### config.mk
export PLATFORM = sky130hd
export DESIGN_NAME = hpwm_core
export DESIGN_NICKNAME = d
export VERILOG_FILES = /design/src/rtl/hpwm_pkg.sv /design/src/rtl/hpwm_timebase.sv /design/src/rtl/hpwm_duty_hold.sv /design/src/rtl/hpwm_edge_decode.sv /design/src/rtl/hpwm_sr_latch.sv /design/src/rtl/hpwm_core.sv
export SDC_FILE = /design/constraint.sdc
export NUM_CORES = 1
export LEC_CHECK = 0
export CORE_MARGIN = 2
export CORE_UTILIZATION = 35
export CTS_CLUSTER_SIZE = 14
export DETAILED_ROUTE_END_ITERATION = 12
export SYNTH_ARGS = -nofsm -noshare
export SYNTH_HDL_FRONTEND = slang
export SYNTH_SLANG_ARGS = --single-unit
### constraint.sdc
create_clock -name clk -period 2.75 [get_ports clk]
set_clock_uncertainty 0.1 [all_clocks]
set_input_delay 0.55 -clock clk [delete_from_list [all_inputs] [get_ports clk]]
set_output_delay 0.55 -clock clk [all_outputs]
set_load 0.1 [all_outputs]
### src/rtl/hpwm_pkg.sv
// hpwm_pkg: shared types for the hybrid PWM.
// Assumes nothing beyond being compiled before the modules that use it.
package hpwm_pkg;

    // Edge requests produced by the comparator stage.
    typedef struct packed {
        logic set;
        logic clr;
    } hpwm_req_t;

endpackage

### src/rtl/hpwm_timebase.sv
// hpwm_timebase: two-level slot counter. A PH_W-bit phase index runs on
// every fast clock edge. A CNT_W-bit coarse count steps when the phase
// wraps. Also gives a one-hot phase vector, a period-start strobe and a
// last-slot strobe.
// Assumes: synchronous active-low reset and a free-running clock.
module hpwm_timebase #(
    parameter int CNT_W = 8,
    parameter int PH_W  = 2
) (
    input  logic                       clk,
    input  logic                       rst_n,
    output logic [PH_W-1:0]            phase_o,
    output logic [CNT_W-1:0]           coarse_o,
    output logic [(1 << PH_W)-1:0]     phase_oh_o,
    output logic                       start_o,
    output logic                       wrap_o
);
    localparam int NPH = 1 << PH_W;
    localparam logic [PH_W-1:0]  PH_LAST  = {PH_W{1'b1}};
    localparam logic [CNT_W-1:0] CNT_LAST = {CNT_W{1'b1}};

    logic [PH_W-1:0]  phase_q;
    logic [CNT_W-1:0] coarse_q;

    // Phase index: steps on every fast edge and wraps naturally.
    always_ff @(posedge clk) begin
        if (!rst_n) begin
            phase_q <= '0;
        end else begin
            phase_q <= phase_q + 1'b1;
        end
    end

    // Coarse count: steps once per full phase rotation.
    always_ff @(posedge clk) begin
        if (!rst_n) begin
            coarse_q <= '0;
        end else if (phase_q == PH_LAST) begin
            coarse_q <= coarse_q + 1'b1;
        end
    end

    // One-hot phase decode, one comparator per phase.
    for (genvar g = 0; g < NPH; g++) begin : g_phase_oh
        assign phase_oh_o[g] = (phase_q == PH_W'(g));
    end

    assign phase_o  = phase_q;
    assign coarse_o = coarse_q;
    assign start_o  = (coarse_q == '0) && phase_oh_o[0];
    assign wrap_o   = (coarse_q == CNT_LAST) && phase_oh_o[NPH-1];
endmodule

### src/rtl/hpwm_duty_hold.sv
// hpwm_duty_hold: holds the duty command for the current period. Loads
// only when the last slot of a period is strobed, so the new value takes
// effect from slot zero of the next period.
// Assumes: load_i is a one-cycle strobe once per period.
module hpwm_duty_hold #(
    parameter int DUTY_W = 10
) (
    input  logic              clk,
    input  logic              rst_n,
    input  logic              load_i,
    input  logic [DUTY_W-1:0] duty_i,
    output logic [DUTY_W-1:0] duty_o,
    output logic              nonzero_o
);
    logic [DUTY_W-1:0] duty_q;

    // Command register: cleared by reset, refreshed at each period boundary.
    always_ff @(posedge clk) begin
        if (!rst_n) begin
            duty_q <= '0;
        end else if (load_i) begin
            duty_q <= duty_i;
        end
    end

    assign duty_o    = duty_q;
    assign nonzero_o = |duty_q;
endmodule

### src/rtl/hpwm_edge_decode.sv
// hpwm_edge_decode: synchronous comparators for the start and end of the
// pulse. Start fires at slot zero when the command is non-zero. End fires
// when the coarse count matches the command's upper bits and the active
// phase matches its lower bits. Both requests are registered.
// Assumes: phase_oh_i is one-hot.
module hpwm_edge_decode
    import hpwm_pkg::*;
#(
    parameter int CNT_W = 8,
    parameter int PH_W  = 2
) (
    input  logic                        clk,
    input  logic                        rst_n,
    input  logic [CNT_W-1:0]            coarse_i,
    input  logic [(1 << PH_W)-1:0]      phase_oh_i,
    input  logic                        start_i,
    input  logic [CNT_W+PH_W-1:0]       duty_i,
    input  logic                        nonzero_i,
    output hpwm_req_t                   req_o
);
    localparam int NPH = 1 << PH_W;

    logic [NPH-1:0] fine_hit;
    logic           coarse_hit;
    hpwm_req_t      req_d;
    hpwm_req_t      req_q;

    // One phase-select term per quarter step.
    for (genvar g = 0; g < NPH; g++) begin : g_fine
        assign fine_hit[g] = phase_oh_i[g] && (duty_i[PH_W-1:0] == PH_W'(g));
    end

    assign coarse_hit = (coarse_i == duty_i[CNT_W+PH_W-1:PH_W]);

    // Combinational request decode for the current slot.
    always_comb begin
        req_d.set = start_i && nonzero_i;
        req_d.clr = coarse_hit && (|fine_hit);
    end

    // Request register: removes comparator glitches before the latch.
    always_ff @(posedge clk) begin
        if (!rst_n) begin
            req_q <= '0;
        end else begin
            req_q <= req_d;
        end
    end

    assign req_o = req_q;
endmodule

### src/rtl/hpwm_sr_latch.sv
// hpwm_sr_latch: clocked set/reset hold element for the output. Clear
// wins over set, and reset forces the output low.
// Assumes: requests are registered and free of glitches.
module hpwm_sr_latch
    import hpwm_pkg::*;
(
    input  logic      clk,
    input  logic      rst_n,
    input  hpwm_req_t req_i,
    output logic      q_o
);
    logic q_q;

    // Output hold: clear first, then set, otherwise keep.
    always_ff @(posedge clk) begin
        if (!rst_n) begin
            q_q <= 1'b0;
        end else if (req_i.clr) begin
            q_q <= 1'b0;
        end else if (req_i.set) begin
            q_q <= 1'b1;
        end
    end

    assign q_o = q_q;
endmodule

### src/rtl/hpwm_core.sv
// hpwm_core: top of the hybrid coarse/fine PWM. Wires the timebase, the
// command hold register, the edge comparators and the output latch.
// Assumes: clk runs at 2**PH_W times the coarse step rate; reset is
// synchronous and active low.
module hpwm_core
    import hpwm_pkg::*;
#(
    parameter int CNT_W = 8,
    parameter int PH_W  = 2
) (
    input  logic                    clk,
    input  logic                    rst_n,
    input  logic [CNT_W+PH_W-1:0]   duty_i,
    output logic                    pwm_o
);
    localparam int DUTY_W = CNT_W + PH_W;
    localparam int NPH    = 1 << PH_W;

    logic [PH_W-1:0]   phase_w;
    logic [CNT_W-1:0]  coarse_w;
    logic [NPH-1:0]    phase_oh_w;
    logic              start_w;
    logic              wrap_w;
    logic [DUTY_W-1:0] duty_q_w;
    logic              nonzero_w;
    hpwm_req_t         req_w;
    logic              set_w;
    logic              clr_w;

    hpwm_timebase #(.CNT_W(CNT_W), .PH_W(PH_W)) u_tb (
        .clk        (clk),
        .rst_n      (rst_n),
        .phase_o    (phase_w),
        .coarse_o   (coarse_w),
        .phase_oh_o (phase_oh_w),
        .start_o    (start_w),
        .wrap_o     (wrap_w)
    );

    hpwm_duty_hold #(.DUTY_W(DUTY_W)) u_hold (
        .clk       (clk),
        .rst_n     (rst_n),
        .load_i    (wrap_w),
        .duty_i    (duty_i),
        .duty_o    (duty_q_w),
        .nonzero_o (nonzero_w)
    );

    hpwm_edge_decode #(.CNT_W(CNT_W), .PH_W(PH_W)) u_dec (
        .clk        (clk),
        .rst_n      (rst_n),
        .coarse_i   (coarse_w),
        .phase_oh_i (phase_oh_w),
        .start_i    (start_w),
        .duty_i     (duty_q_w),
        .nonzero_i  (nonzero_w),
        .req_o      (req_w)
    );

    hpwm_sr_latch u_latch (
        .clk   (clk),
        .rst_n (rst_n),
        .req_i (req_w),
        .q_o   (pwm_o)
    );

    assign set_w = req_w.set;
    assign clr_w = req_w.clr;
endmodule

# Word level (Yosys, flattened, before mapping)
# Index checks and enable logic that the tools add are counted.
# totals
ff_bits	23
in_bits	12
output_inout_bits	1
# classes
addsub	2
eq_ne	8
bitwise_logic	1
reduce_logical	14
# ops
operator	count
OR reduction 10 bit	1
adder 8 x 1 -> 8 bit (second input constant)	1
equality test 2 bit (second input constant)	4
equality test 8 bit	1
equality test 8 bit (second input constant)	1
logical AND 1 bit	8
zero test 8 bit	1
equality test 2 x 1 -> 1 bit (second input constant)	2
zero test 2 bit	2
OR reduction 4 bit	1
adder 2 x 1 -> 2 bit (second input constant)	1
OR reduction 2 bit	1
NOT 1 bit	1

# Logic depth before layout (Yosys ltp)
# depth
depth_word	4
ltp_mapped	5
ltp_nobuf	5

# Hierarchy
# A second synthesis with hierarchy kept.
# hier_totals
hier_cells	110
area_unflattened_um2	1134.8
# by_module_without_submodules
module	n_inst	cells_each	area_per_inst_um2	seq_area_each_um2
hpwm_timebase	1	56	523.0	200.2
hpwm_duty_hold	1	35	395.4	200.2
hpwm_edge_decode	1	16	180.2	40.0
hpwm_sr_latch	1	3	36.3	20.0

# Worst setup path before layout
# No wires, ideal clock.
# synth_path
path_type	register to output
startpoint	reg u_latch.q_q, in the netlist u_latch.q_o
endpoint	out pwm_o
arrival_ns	0.925
required_ns	2.100
slack_ns	1.175
stages_incl_launch_ff	1
path_buffers	0
cell_sequence	dfxtp_1
# synth_rtl
item	line_no	source
start: declaration	hpwm_sr_latch.sv:12	logic q_q;
start signal: assignment	hpwm_sr_latch.sv:17	q_q <= 1'b0;
start signal: assignment	hpwm_sr_latch.sv:19	q_q <= 1'b0;
start signal: assignment	hpwm_sr_latch.sv:21	q_q <= 1'b1;
end: declaration	hpwm_core.sv:14	output logic pwm_o
# No word-level cell between the ends.

# Final worst setup path
# layout_path
startpoint	reg u_tb.phase_q[0], in the netlist u_tb.phase_o[0]
endpoint	reg u_hold.duty_q[0], in the netlist u_hold.duty_o[0]
# layout_between
elab_chain_len	2
# layout_rtl
item	line_no	source
start: declaration	hpwm_timebase.sv:22	logic [PH_W-1:0] phase_q;
start signal: assignment	hpwm_timebase.sv:30	phase_q <= phase_q + 1'b1;
equality test 2 bit	hpwm_timebase.sv:45	assign phase_oh_o[g] = (phase_q == PH_W'(g));
logical AND 1 bit	hpwm_timebase.sv:51	assign wrap_o = (coarse_q == CNT_LAST) && phase_oh_o[NPH-1];
end signal: assignment	hpwm_duty_hold.sv:22	duty_q <= duty_i;
end: declaration	hpwm_duty_hold.sv:15	logic [DUTY_W-1:0] duty_q;
# No other way between the ends.
# A chain may end at the register's enable or synchronous reset.

==> impl_metrics.json <==
{
  "status": "finished clean",
  "p_int_mw": 0.4242,
  "maxCapViolations": 0,
  "antenna_found_initial": 0,
  "setup_violations": 0,
  "synth-edff-count": 0,
  "fillCellCount": 312,
  "hold_buffers": 0,
  "cts_tree": "built",
  "grt_util_met2_pct": 20.58,
  "hold_violations": 0,
  "drc": 0,
  "syn-num-nets": 139,
  "die_h_um": 60.88,
  "place_hpwl_um": 1508,
  "period_share_pct": 64.20,
  "synth_area_um2": 1132,
  "share_seq_of_total_power_pct": 62.6,
  "synth_area_per_cell_um2": 9.358,
  "crit_path_start_kind": "flip-flop",
  "dr_total_vias": 832,
  "initial_core_util_pct": 36.79,
  "postSynthCellCount": 121,
  "cts_buffers": 3,
  "netlist.top_cell.by_area": "dfxtp_1",
  "max_freq_mhz": 566.4,
  "ioPinCount": 13,
  "htreeDepth": 1,
  "critPathKind": "flip-flop to flip-flop",
  "grt_pass1_wl_um": 3443,
  "cts.repair.resized": 0,
  "crit_path_end_kind": "flip-flop",
  "die_x_um": 60.88,
  "power_density_nw_per_um2": 417.6,
  "port_buffers": 12,
  "report.final.slew_viol_count": 0,
  "synth.most_common_cell": "nand2_1",
  "vias_per_cell": 4.727,
  "gp_congestion": 0.7756,
  "cpPeakStageDelay_ps": 400,
  "antenna_cells": 0,
  "clock-sinks": 23,
  "gr-usage-met3_pct": 4.478,
  "clkPwrFrac_pct": 28.3,
  "worstSkewPairLatency_ps": 310,
  "multiInputGateArea_um2": 631.9,
  "register_area_um2": 460.4,
  "routed_wl_um": 2051,
  "track_usage_pct": 12.60,
  "post-cts-setup-buffers": 0,
  "drt-pass1-iter-count": 4,
  "clk_root_buffer_cell": "clkbuf_4",
  "grt_busiest_layer": "met2",
  "worstPathCellList": "ha_1 > nand4_4 > nor2_4 > mux2i_1",
  "power_mw": 0.5486,
  "grt_max_degree": 25,
  "dieArea_um2": 3706,
  "core_area_um2": 3078,
  "slew_headroom_pct": 74.26,
  "hp-class": "flip-flop to flip-flop",
  "async_reset_ff_share_pct": 0,
  "clk_pin_slew_ps": 120,
  "fin_tns_setup_ps": 0,
  "ys_warn_count": 0,
  "ys_top_cells_by_count": "24 x nand2_1, 23 x dfxtp_1, 11 x mux2i_1, 11 x xnor2_1, 7 x nand4_1",
  "worstPathMaxFanout": 10,
  "grt_pass1_vias": 797,
  "yosysTopAreaCellShare_pct": 40.66,
  "ys_seq_area_share_pct": 40.66,
  "arrival_ps": 1920,
  "leakage_nw": 0.4566,
  "wire_per_inst_um": 11.65,
  "rows": 20,
  "synth_cell_types": 24,
  "p_switching_mw": 0.1244,
  "drive_gt1_share_pct": 6.061,
  "ys.flop_type": "dfxtp_1",
  "fin_crit_ps": 1766,
  "clockBufferDepth": 2,
  "cp_slowest_cell": "dfxtp_1",
  "tightestPinTransition_ps": 385.3,
  "swShare_pct": 22.68,
  "synth_area_leaders": "dfxtp_1 41%, mux2i_1 9.7%, xnor2_1 8.5%, nand2_1 8.0%, ha_1 6.6%",
  "final_net_count": 151,
  "cp.required_ps": 2900,
  "syn_to_final_growth_pct": 16.02,
  "postRouteAntennaNets": 0,
  "rsz0062_at_grt": "no",
  "grt_util_met1_pct": 16.04,
  "drt_iter0_markers": 30,
  "ir_drop_v": 0.0002376,
  "combPwrFrac_pct": 9.0,
  "ys_ff_latch": 23,
  "gr-total-overflow": 0
}
cell type report:
| class | count | area share, % |
|---|---|---|
| Clock buffer | 4 | 2.000 |
| Inverter | 4 | 1.143 |
| Multi-Input combinational cell | 88 | 48.10 |
| Sequential cell | 23 | 35.05 |
| Tap cell | 44 | 4.190 |
| Timing Repair Buffer | 13 | 9.524 |
cell usage in the layout (no fill, tap or decap):
master | synthesis | final
or3_1 | 3 | 3
mux4_2 | 1 | 1
o21ai_0 | 3 | 3
nor2b_1 | 2 | 2
a21boi_1 | 3 | 3
xnor2_1 | 11 | 11
nor4b_1 | 1 | 1
nand4_4 | 1 | 1
nor2_1 | 2 | 2
nand2_1 | 24 | 24
dfxtp_1 | 23 | 23
clkdlybuf4s50_1 | 0 | 11
and2_1 | 5 | 5
nor4_1 | 2 | 2
nand4_1 | 7 | 7
clkbuf_1 | 4 | 1
clkbuf_4 | 0 | 3
inv_1 | 4 | 4
buf_4 | 0 | 2
nor3_1 | 2 | 2
a31oi_1 | 1 | 1
xor2_1 | 1 | 1
ha_1 | 6 | 6
nor3b_1 | 1 | 1
mux2i_1 | 11 | 11
nor2_4 | 1 | 1
worst max-delay path, delay by kind of cell (launching register included):
kind                       cells  cell delay, ps
DFF                            1             400
and+or+nand+nor                2             570
adders and majority gates      1             390
muxes                          1             230
flip-flops by register name, indices dropped and copies added, names as in the netlist:
name	flops
u_hold.duty_o	10
u_tb.coarse_o	8
u_dec.req_o	2
u_tb.phase_o	2
u_latch.q_o	1
routing by layer:
| metal | part of all wire [%] | vias up |
|---|---|---|
| met5 | 0 | - |
| met4 | 0.68 | 0 |
| met3 | 5.2 | 2 |
| met2 | 46 | 19 |
| met1 | 48 | 382 |
| li1 | - | 429 |
final timing paths:
check | startpoint | endpoint | slack [ps] | depth (start not counted)
min reg2reg | u_dec.req_o[0] | u_latch.q_o | 300 | 1
min | u_dec.req_o[0] | u_latch.q_o | 300 | 1
max reg2reg | u_tb.phase_o[0] | u_hold.duty_o[0] | 980 | 4
max | u_tb.phase_o[0] | u_hold.duty_o[0] | 980 | 4
power by group through the flow:
| stage | clock (mW) | sequential (mW) | combinational, mW |
|---|---|---|---|
| 3_3_place_gp | 0 | 0.351 | 0.0497 |
| 4_1_cts | 0.163 | 0.344 | 0.0503 |
| 6_report | 0.155 | 0.344 | 0.0495 |
| 2_1_floorplan | 0 | 0.349 | 0.0292 |
| 5_1_grt | 0.175 | 0.345 | 0.0548 |
| 3_5_place_dp | 0 | 0.351 | 0.0498 |
metrics by stage:
step	hold slack, ps	utilization [%]	instance area (µm²)	instances	setup slack (ps)
2_1_floorplan	272.9	-	1132	121	1175
3_3_place_gp	278.4	41.83	1287	172	884.6
3_5_place_dp	283.3	41.83	1287	172	854.0
4_1_cts	303.8	42.68	1314	176	962.4
5_1_grt	316.0	42.68	1314	176	828.2
6_report	301.2	42.68	1314	176	984.4
kinds of logic (layout without fill, tap and decap cells):
group / Yosys count / after routing / synth area share (%)
AND/OR/NAND/NOR: 51 / 51 / 24.31
flip-flops: 23 / 23 / 40.66
XOR/XNOR: 12 / 12 / 9.282
multiplexers: 12 / 12 / 11.71
buffers and inverters: 10 / 21 / 3.535
AO/OA/AOI/OAI: 7 / 7 / 3.867
adder cells (fa/ha/maj): 6 / 6 / 6.630
(Power assumes the default switching activity.)
